## src/rtl/sctr_pkg.sv

```systemverilog
package sctr_pkg;
  localparam int LANE_W      = 8;
  localparam int CNT_W       = 16;
  localparam int NLANE       = CNT_W / LANE_W;
  localparam int MODE_W      = 2;
  localparam int ERR_CLR_BIT = 8;

  // replace the strobed byte lanes of old_v with those of new_v
  function automatic logic [CNT_W-1:0] lane_merge(input logic [CNT_W-1:0] old_v,
                                                  input logic [CNT_W-1:0] new_v,
                                                  input logic [NLANE-1:0] be);
    logic [CNT_W-1:0] r;
    r = old_v;
    for (int b = 0; b < NLANE; b++)
      if (be[b]) r[b*LANE_W +: LANE_W] = new_v[b*LANE_W +: LANE_W];
    return r;
  endfunction

  // both PWM codes have bit 1 set; hopping between them directly is illegal
  function automatic logic mode_step_ok(input logic [MODE_W-1:0] cur,
                                        input logic [MODE_W-1:0] nxt);
    return !(cur[1] && nxt[1] && (cur[0] != nxt[0]));
  endfunction
endpackage

```

## src/rtl/sctr_channel.sv

```systemverilog
module sctr_channel
  import sctr_pkg::*;
(
  input  logic             clk,
  input  logic             rst_n,
  input  logic             run_i,
  input  logic             tick_i,
  input  logic             ld_i,
  input  logic [CNT_W-1:0] ld_val_i,
  output logic [CNT_W-1:0] cnt_o,
  output logic             ovf_o,
  output logic             wrap_o
);
  logic step;
  assign step   = run_i && tick_i && !ld_i;
  assign wrap_o = step && (cnt_o == '1);

  always_ff @(posedge clk) begin
    if (!rst_n) begin
      cnt_o <= '0;
      ovf_o <= 1'b0;
    end else begin
      ovf_o <= wrap_o;
      if (ld_i)      cnt_o <= ld_val_i;
      else if (step) cnt_o <= cnt_o + 1'b1;
    end
  end
endmodule

```

## src/rtl/sctr_mode_guard.sv

```systemverilog
module sctr_mode_guard
  import sctr_pkg::*;
(
  input  logic              clk,
  input  logic              rst_n,
  input  logic              try_i,
  input  logic              clr_i,
  input  logic              busy_i,
  input  logic [MODE_W-1:0] req_i,
  output logic [MODE_W-1:0] mode_o,
  output logic              err_o,
  output logic              acc_o,
  output logic              rej_o
);
  assign acc_o = try_i && !busy_i && mode_step_ok(mode_o, req_i);
  assign rej_o = try_i && !acc_o;

  always_ff @(posedge clk) begin
    if (!rst_n) begin
      mode_o <= '0;
      err_o  <= 1'b0;
    end else begin
      if (acc_o) mode_o <= req_i;
      if (rej_o)      err_o <= 1'b1;
      else if (clr_i) err_o <= 1'b0;
    end
  end
endmodule

```

## src/rtl/sctr_wr_route.sv

```systemverilog
module sctr_wr_route
  import sctr_pkg::*;
#(
  parameter int NCH  = 4,
  parameter int CH_W = 2
) (
  input  logic                 sel_i,
  input  logic [CH_W-1:0]      idx_i,
  input  logic [NLANE-1:0]     be_i,
  input  logic [CNT_W-1:0]     data_i,
  input  logic [NCH-1:0]       sync_i,
  input  logic [NCH*CNT_W-1:0] cnt_i,
  output logic [NCH-1:0]       ld_o,
  output logic [CNT_W-1:0]     val_o,
  output logic                 bcast_o
);
  logic [CNT_W-1:0] base;
  assign base    = cnt_i[idx_i*CNT_W +: CNT_W];
  assign val_o   = lane_merge(base, data_i, be_i);
  assign bcast_o = sel_i && sync_i[idx_i];

  for (genvar i = 0; i < NCH; i++) begin : g_ld
    assign ld_o[i] = sel_i && ((idx_i == CH_W'(i)) || (bcast_o && sync_i[i]));
  end
endmodule

```

## src/rtl/sctr_group.sv

```systemverilog
module sctr_group
  import sctr_pkg::*;
#(
  parameter int NCH   = 4,
  parameter int PWM_A = 2,
  parameter int PWM_B = 3,
  parameter int AW    = $clog2(NCH + 3)
) (
  input  logic                 clk,
  input  logic                 rst_n,
  input  logic                 wr_en_i,
  input  logic [AW-1:0]        wr_addr_i,
  input  logic [NLANE-1:0]     wr_be_i,
  input  logic [CNT_W-1:0]     wr_data_i,
  input  logic                 tick_i,
  output logic [NCH*CNT_W-1:0] cnt_o,
  output logic [NCH-1:0]       ovf_o,
  output logic [NCH-1:0]       sync_o,
  output logic [NCH-1:0]       run_o,
  output logic [MODE_W-1:0]    mode_o,
  output logic                 mode_err_o
);
  localparam int CH_W = (NCH > 1) ? $clog2(NCH) : 1;
  localparam logic [AW-1:0] A_SYNC = AW'(NCH);
  localparam logic [AW-1:0] A_RUN  = AW'(NCH + 1);
  localparam logic [AW-1:0] A_MODE = AW'(NCH + 2);

  // grouped channels all follow the OR of their requested bits
  function automatic logic [NCH-1:0] run_fold(input logic [NCH-1:0] req,
                                              input logic [NCH-1:0] grp);
    logic any;
    logic [NCH-1:0] r;
    any = |(req & grp);
    for (int i = 0; i < NCH; i++) r[i] = grp[i] ? any : req[i];
    return r;
  endfunction

  // named events for the checker
  logic cnt_wr, sync_wr, run_wr, mode_try, mode_clr, pwm_busy;
  logic mode_acc, mode_rej, bcast;
  logic [NCH-1:0]   ld, wrap;
  logic [CNT_W-1:0] ld_val;

  assign cnt_wr   = wr_en_i && (wr_addr_i < AW'(NCH)) && (|wr_be_i);
  assign sync_wr  = wr_en_i && (wr_addr_i == A_SYNC) && wr_be_i[0];
  assign run_wr   = wr_en_i && (wr_addr_i == A_RUN)  && wr_be_i[0];
  assign mode_try = wr_en_i && (wr_addr_i == A_MODE) && wr_be_i[0];
  assign mode_clr = wr_en_i && (wr_addr_i == A_MODE) && wr_be_i[1]
                    && wr_data_i[ERR_CLR_BIT];
  assign pwm_busy = run_o[PWM_A] || run_o[PWM_B];

  always_ff @(posedge clk) begin
    if (!rst_n) begin
      sync_o <= '0;
      run_o  <= '0;
    end else begin
      if (sync_wr) sync_o <= wr_data_i[NCH-1:0];
      if (run_wr)  run_o  <= run_fold(wr_data_i[NCH-1:0], sync_o);
    end
  end

  sctr_wr_route #(.NCH(NCH), .CH_W(CH_W)) route_i (
    .sel_i   (cnt_wr),
    .idx_i   (wr_addr_i[CH_W-1:0]),
    .be_i    (wr_be_i),
    .data_i  (wr_data_i),
    .sync_i  (sync_o),
    .cnt_i   (cnt_o),
    .ld_o    (ld),
    .val_o   (ld_val),
    .bcast_o (bcast)
  );

  for (genvar i = 0; i < NCH; i++) begin : g_ch
    sctr_channel ch_i (
      .clk      (clk),
      .rst_n    (rst_n),
      .run_i    (run_o[i]),
      .tick_i   (tick_i),
      .ld_i     (ld[i]),
      .ld_val_i (ld_val),
      .cnt_o    (cnt_o[i*CNT_W +: CNT_W]),
      .ovf_o    (ovf_o[i]),
      .wrap_o   (wrap[i])
    );
  end

  sctr_mode_guard guard_i (
    .clk    (clk),
    .rst_n  (rst_n),
    .try_i  (mode_try),
    .clr_i  (mode_clr),
    .busy_i (pwm_busy),
    .req_i  (wr_data_i[MODE_W-1:0]),
    .mode_o (mode_o),
    .err_o  (mode_err_o),
    .acc_o  (mode_acc),
    .rej_o  (mode_rej)
  );
endmodule

```

## config.mk

```make
export PLATFORM = sky130hd
export DESIGN_NAME = sctr_group
export DESIGN_NICKNAME = d
export VERILOG_FILES = /design/src/rtl/sctr_pkg.sv /design/src/rtl/sctr_channel.sv /design/src/rtl/sctr_mode_guard.sv /design/src/rtl/sctr_wr_route.sv /design/src/rtl/sctr_group.sv
export SDC_FILE = /design/constraint.sdc
export NUM_CORES = 1
export LEC_CHECK = 0
export BUFFER_PORTS_ARGS = -buffer_cell sky130_fd_sc_hd__buf_2
export CAP_MARGIN = 15
export CORE_MARGIN = 2
export CORE_UTILIZATION = 40
export DETAILED_ROUTE_END_ITERATION = 16
export PLACE_DENSITY = 0.62
export SLEW_MARGIN = 20
export SYNTH_ARGS = -nofsm -noshare
export SYNTH_HDL_FRONTEND = slang
export SYNTH_SLANG_ARGS = --single-unit
```

## constraint.sdc

```tcl
create_clock -name clk -period 5.5 [get_ports clk]
set_input_delay 0.275 -clock clk [delete_from_list [all_inputs] [get_ports clk]]
set_output_delay 0.275 -clock clk [all_outputs]
set_load 0.005 [all_outputs]
```

# Word level (Yosys, flattened, before mapping)
# Index checks and enable logic that the tools add are counted.
# word_totals
regBits	79
output_inout_bits	79
wordCells	105
# op_classes
n_addsub	4
order_cmp	2
n_eq_ne	11
shift	1
muxes	18
bitwise	1
n_reduce_logical	56
# op_table
op	count
16-bit two-way mux	8
16-bit by 1-bit adder with 16-bit output (second input constant)	4
16-bit equality test (second input constant)	4
64-bit by 7-bit variable part select with 16-bit output	1
1-bit logical AND	36
8-bit two-way mux	2
2-bit nonzero test	5
3-bit equality test (second input constant)	3
1-bit zero test	7
1-bit two-way mux	7
1-bit logical OR	5
4-bit AND	1
2-bit equality test (second input constant)	2
4-bit OR reduction	1
2-bit by 3-bit less-than comparator with 1-bit output (second input constant)	1
3-bit less-than comparator (second input constant)	1
1-bit binary-select mux with 2-bit select	1
2-bit by 1-bit equality test with 1-bit output (second input constant)	1
2-bit zero test	1
2-bit OR reduction	1
1-bit != test	1

# Longest topological paths before layout
# logic_depth
ltp_word	11
depth_mapped	7
mapped_depth_nobuf	5

# Cells and area by module
# Synthesis repeated with hierarchy kept, for this count alone.
# unflattened
hier_cells	629
hier_area_um2	5276.3
# by_module_without_submodules
mod	n_inst	cells_each	area_each_um2
sctr_channel	4	111	902.1
sctr_wr_route	1	114	1056.0
sctr_group	1	52	455.4
sctr_mode_guard	1	19	156.4

# Worst setup path after synthesis
# OpenSTA, ideal clock, no wires.
# synth_path
path_kind	flip-flop to flip-flop
start	reg g_ch[1].ch_i.cnt_o[5]
end	reg g_ch[1].ch_i.cnt_o[13]
setup_time_ps	91
arrival_time_ps	1789
required_time_ps	5409
path_slack_ps	3620
stages_incl_launch_ff	6
synth_period_minus_slack_ps	1880
cell_sequence	dfxtp_1 > nand4_2 > or4_1 > buf_2 > or3_1 > a311oi_1
# synth_between
elab_chain_len	3
# synth_rtl
element	line_no	rtl
start, declared	sctr_channel.sv:10	output logic [CNT_W-1:0] cnt_o,
start signal, assigned	sctr_channel.sv:24	if (ld_i) cnt_o <= ld_val_i;
start signal, assigned	sctr_channel.sv:25	else if (step) cnt_o <= cnt_o + 1'b1;
16-bit by 1-bit adder with 16-bit output	sctr_channel.sv:25	
16-bit two-way mux	sctr_channel.sv:25	
16-bit two-way mux	sctr_channel.sv:24	
# No other way between the ends. The select of a mux whose other input is x is not followed.
# A chain may end at the register's enable or synchronous reset.

# Worst setup path after layout
# layout_path
start	in wr_addr_i[1]
end	reg g_ch[3].ch_i.cnt_o[12]
# layout_between
elab_chain_len	10
# layout_rtl
element	line_no	rtl
start, declared	sctr_group.sv:12	input logic [AW-1:0] wr_addr_i,
branches (longest 10 deep; another with 64-bit by 7-bit variable part select with 16-bit output)	n/a	
end signal, assigned	sctr_channel.sv:24	
end signal, assigned	sctr_channel.sv:25	
end, declared	sctr_channel.sv:10	
# Parallel ways; which one is timed is not known. The select of a mux whose other input is x is not followed.

==> impl_metrics.yaml <==
min_path:
  hold-path-endpoint: "sync_o[3]"
  timing.hold.worst.class: "in2reg"
  worstHoldPathCells: 3
  hold_path.startpoint: "wr_data_i[3]"
synthesis:
  synth_top_area_cell: "sky130_fd_sc_hd__dfxtp_1"
  simple_gate_fraction_of_synth_area_pct: 20.0
  ys.warnings.count: 0
  post_synthesis_async_set_or_reset_flop_share_pct: 0
  post_syn_area_um2: 4980
  seq_total_area_yosys_pct: 31.8
  count_of_flip_flops_with_a_built_in_enable_after_synthesis: 0
  yosysUniqueCellTypes: 53
  postSynthRegisterBits: 79
  synth-compound-area-share_pct: 24.6
  multiplexer_fraction_of_the_synthesized_cell_area_pct: 7.89
  yosys.area_share.xor_xnor_pct: 8.97
  largest_family_of_logic_cells_by_synthesized_area: "compound AO/OA/AOI/OAI gates"
  synth.area.top_cells: "sky130_fd_sc_hd__dfxtp_1, sky130_fd_sc_hd__a211oi_1, sky130_fd_sc_hd__xnor2_1, sky130_fd_sc_hd__mux2i_1, sky130_fd_sc_hd__nand3_1"
  synth-main-ff-cell: "sky130_fd_sc_hd__dfxtp_1"
  yosys.area.top_type_share_pct: 31.8
  ys_top_cells_by_count: "sky130_fd_sc_hd__dfxtp_1, sky130_fd_sc_hd__a211oi_1, sky130_fd_sc_hd__xnor2_1"
  synth_cells: 592
  avgSynthCellArea_um2: 8.41
  synth_most_common_cell: "sky130_fd_sc_hd__dfxtp_1"
  synth-adder-area-share_pct: 1.01
  syn_nets: 621
worst_setup_path:
  crit_required_ps: 5700
  worst_r2r_startpoint: "run_o[1]"
  crit_path_start_kind: "input port"
  worst-r2r-setup-slack_ps: 3370
  timing.rr.end: "g_ch[1].ch_i.cnt_o[11]"
  critPathKind: "in2reg"
  crit_path_max_fanout: 42
  cp-end-kind: "register"
  ff2ff_path_depth: 4
  worst_ep_arrival_time_ps: 2560
die:
  die_x_um: 116
  rows: 40
  floorplan.die_area_um2: 13400
  placeableCoreArea_um2: 12100
  num_io_pins: 104
  die_height_um: 116
  floorplan.initialDensity_pct: 41.3
timing:
  tightest_slew_ps: 1030
  layout_setup_ws_ps: 3150
  setup_viol: 0
  drv_slew: 0
  relative_slew_slack_pct: 31.3
  finalClockSkew_ps: 7.53
  finalHoldViolCount: 0
  unrepaired_setup_endpoints_after_global_routing: "no"
  final_min_period_over_clock_period_pct: 42.8
  timing.fmax_mhz: 425
  period_minus_slack_ps: 2350
  tns_ps: 0
global_routing:
  grt.overflow.total: 0
  grt_pass1_wl_um: 26600
  antenna_found_initial: 0
  global_route.usage.total_pct: 26.0
  largest_net_degree_at_the_start_of_global_routing: 50
  grt_pass1_vias: 4775
cells_and_area:
  total_nets_final: 688
  syn_to_final_growth_pct: 16.8
  antenna-diode-count: 0
  final_layout_size_suffix_gt1_share_pct: 19.4
drt:
  drc: 0
  avgRoutedWirePerCell_um: 20.8
  drt_iter0_drc: 454
  drt_pass1_iterations: 7
  finalWirelength_um: 17300
  vias_per_cell: 6.22
  postRouteAntennaNets: 0
  dr_vias: 5173
power_and_ir_drop:
  ir_drop_uv: 159
  p_leak_nw: 2.14
  powerDensity_nw_per_um2: 246
clock_network:
  cts_buffers: 9
  cts_root_buffer: "sky130_fd_sc_hd__clkbuf_16"
  postCtsSetupRepairBufs: 0
  tritoncts: "built"
  clkLatencyLatePin_ps: 350
  clock_sinks: 79
  maximum_root_to_sink_buffer_count: 2
  cts_repair_resize_count: 0
  hold_buffers: 0
  cts.htree.levels: 3
  cts.reportedPaths.clkPinSlew_ps: 60
run:
  drv.max_cap_violation_count: 0
place:
  post_place_worst_slack_ps: 2850
  place.gp.congestion: 0.902
  numPortBuffers: 103
  hpwlAfterDp_um: 12800
status:
  outcome: "completed"
-- cell families after synthesis --
kind of cell | count (synthesis)
compound gates | 169
xor+xnor | 51
fa+ha+maj | 4
buf+inv | 66
flops | 79
mux | 35
simple gates | 188
-- stage by stage --
| step | hold slack [ps] | util [%] | power [mW] | cells | instance area, um^2 |
|---|---|---|---|---|---|
| after floorplan | 419 | - | 0.713 | 592 | 4980 |
| after global placement | 491 | 45.5 | 0.770 | 816 | 5490 |
| after detailed placement | 479 | 45.5 | 0.770 | 816 | 5490 |
| after CTS | 213 | 48.2 | 1.43 | 832 | 5820 |
| after global routing | 254 | 48.2 | 1.47 | 832 | 5820 |
| final | 220 | 48.2 | 1.43 | 832 | 5820 |
-- per-layer routing --
metal	GRT usage, %	up-vias	part of all wire [%]
li1	-	2398	-
met1	35.7	2463	43
met2	41.2	273	46
met3	3.77	39	8.1
met4	10.5	0	2.7
met5	0	-	0
-- layout by cell type (no fill, tap or decap), drive strengths merged, types with 8 or more instances in the layout --
| master | n |
|---|---|
| nor4 | 17 |
| xnor2 | 43 |
| o211a | 10 |
| a211oi | 53 |
| inv | 18 |
| nand3 | 33 |
| a21oi | 17 |
| xor2 | 8 |
| o21ai | 17 |
| mux2i | 28 |
| nand2b | 11 |
| o22ai | 21 |
| o31ai | 8 |
| buf | 104 |
| dfxtp | 79 |
| nand4 | 20 |
| nor3 | 14 |
| nor2 | 26 |
| nand2 | 37 |
| clkbuf | 13 |
| a22oi | 9 |
-- worst max path at each step --
| stage | start | to | slack, ps | depth (start not counted) |
|---|---|---|---|---|
| 2_1_floorplan | g_ch[1].ch_i.cnt_o[5] | g_ch[1].ch_i.cnt_o[13] | 3620 | 5 |
| 5_1_grt | wr_addr_i[1] | g_ch[1].ch_i.cnt_o[14] | 2970 | 5 |
| 3_5_place_dp | wr_addr_i[1] | g_ch[3].ch_i.cnt_o[12] | 2850 | 5 |
| 4_1_cts | wr_addr_i[1] | g_ch[3].ch_i.cnt_o[12] | 3210 | 5 |
| 3_3_place_gp | wr_addr_i[1] | g_ch[1].ch_i.cnt_o[14] | 2920 | 5 |
| 6_report | wr_addr_i[1] | g_ch[3].ch_i.cnt_o[12] | 3150 | 5 |
-- layout make-up --
cell class              count  area [um^2]
fillers                  1178         6240
multi-input cells         447         3110
flip-flops and latches     79         1580
repair buffers            104          523
clock buffers              13          260
well taps                 168          210
inverters                  18         67.6
clock inverters             3         65.1
-- report_power, final --
group | switching, mW | internal, mW
sequential | 0.0239 | 0.586
clock | 0.247 | 0.422
combinational | 0.0965 | 0.0556
-- flip-flops by register name (all words and copies together) (netlist names) --
signal	cells
g_ch.ch_i.ovf_o	4
sync_o	4
g_ch.ch_i.cnt_o	64
guard_i.err_o	1
run_o	4
guard_i.mode_o	2
-- worst max-delay path: stages --
cell                      delay, ps
sky130_fd_sc_hd__buf_2          750
sky130_fd_sc_hd__nand3_1        250
sky130_fd_sc_hd__o211a_1        390
sky130_fd_sc_hd__o21ai_0        670
sky130_fd_sc_hd__o22ai_1        200
Note: power is estimated with default switching activity, not from simulation.
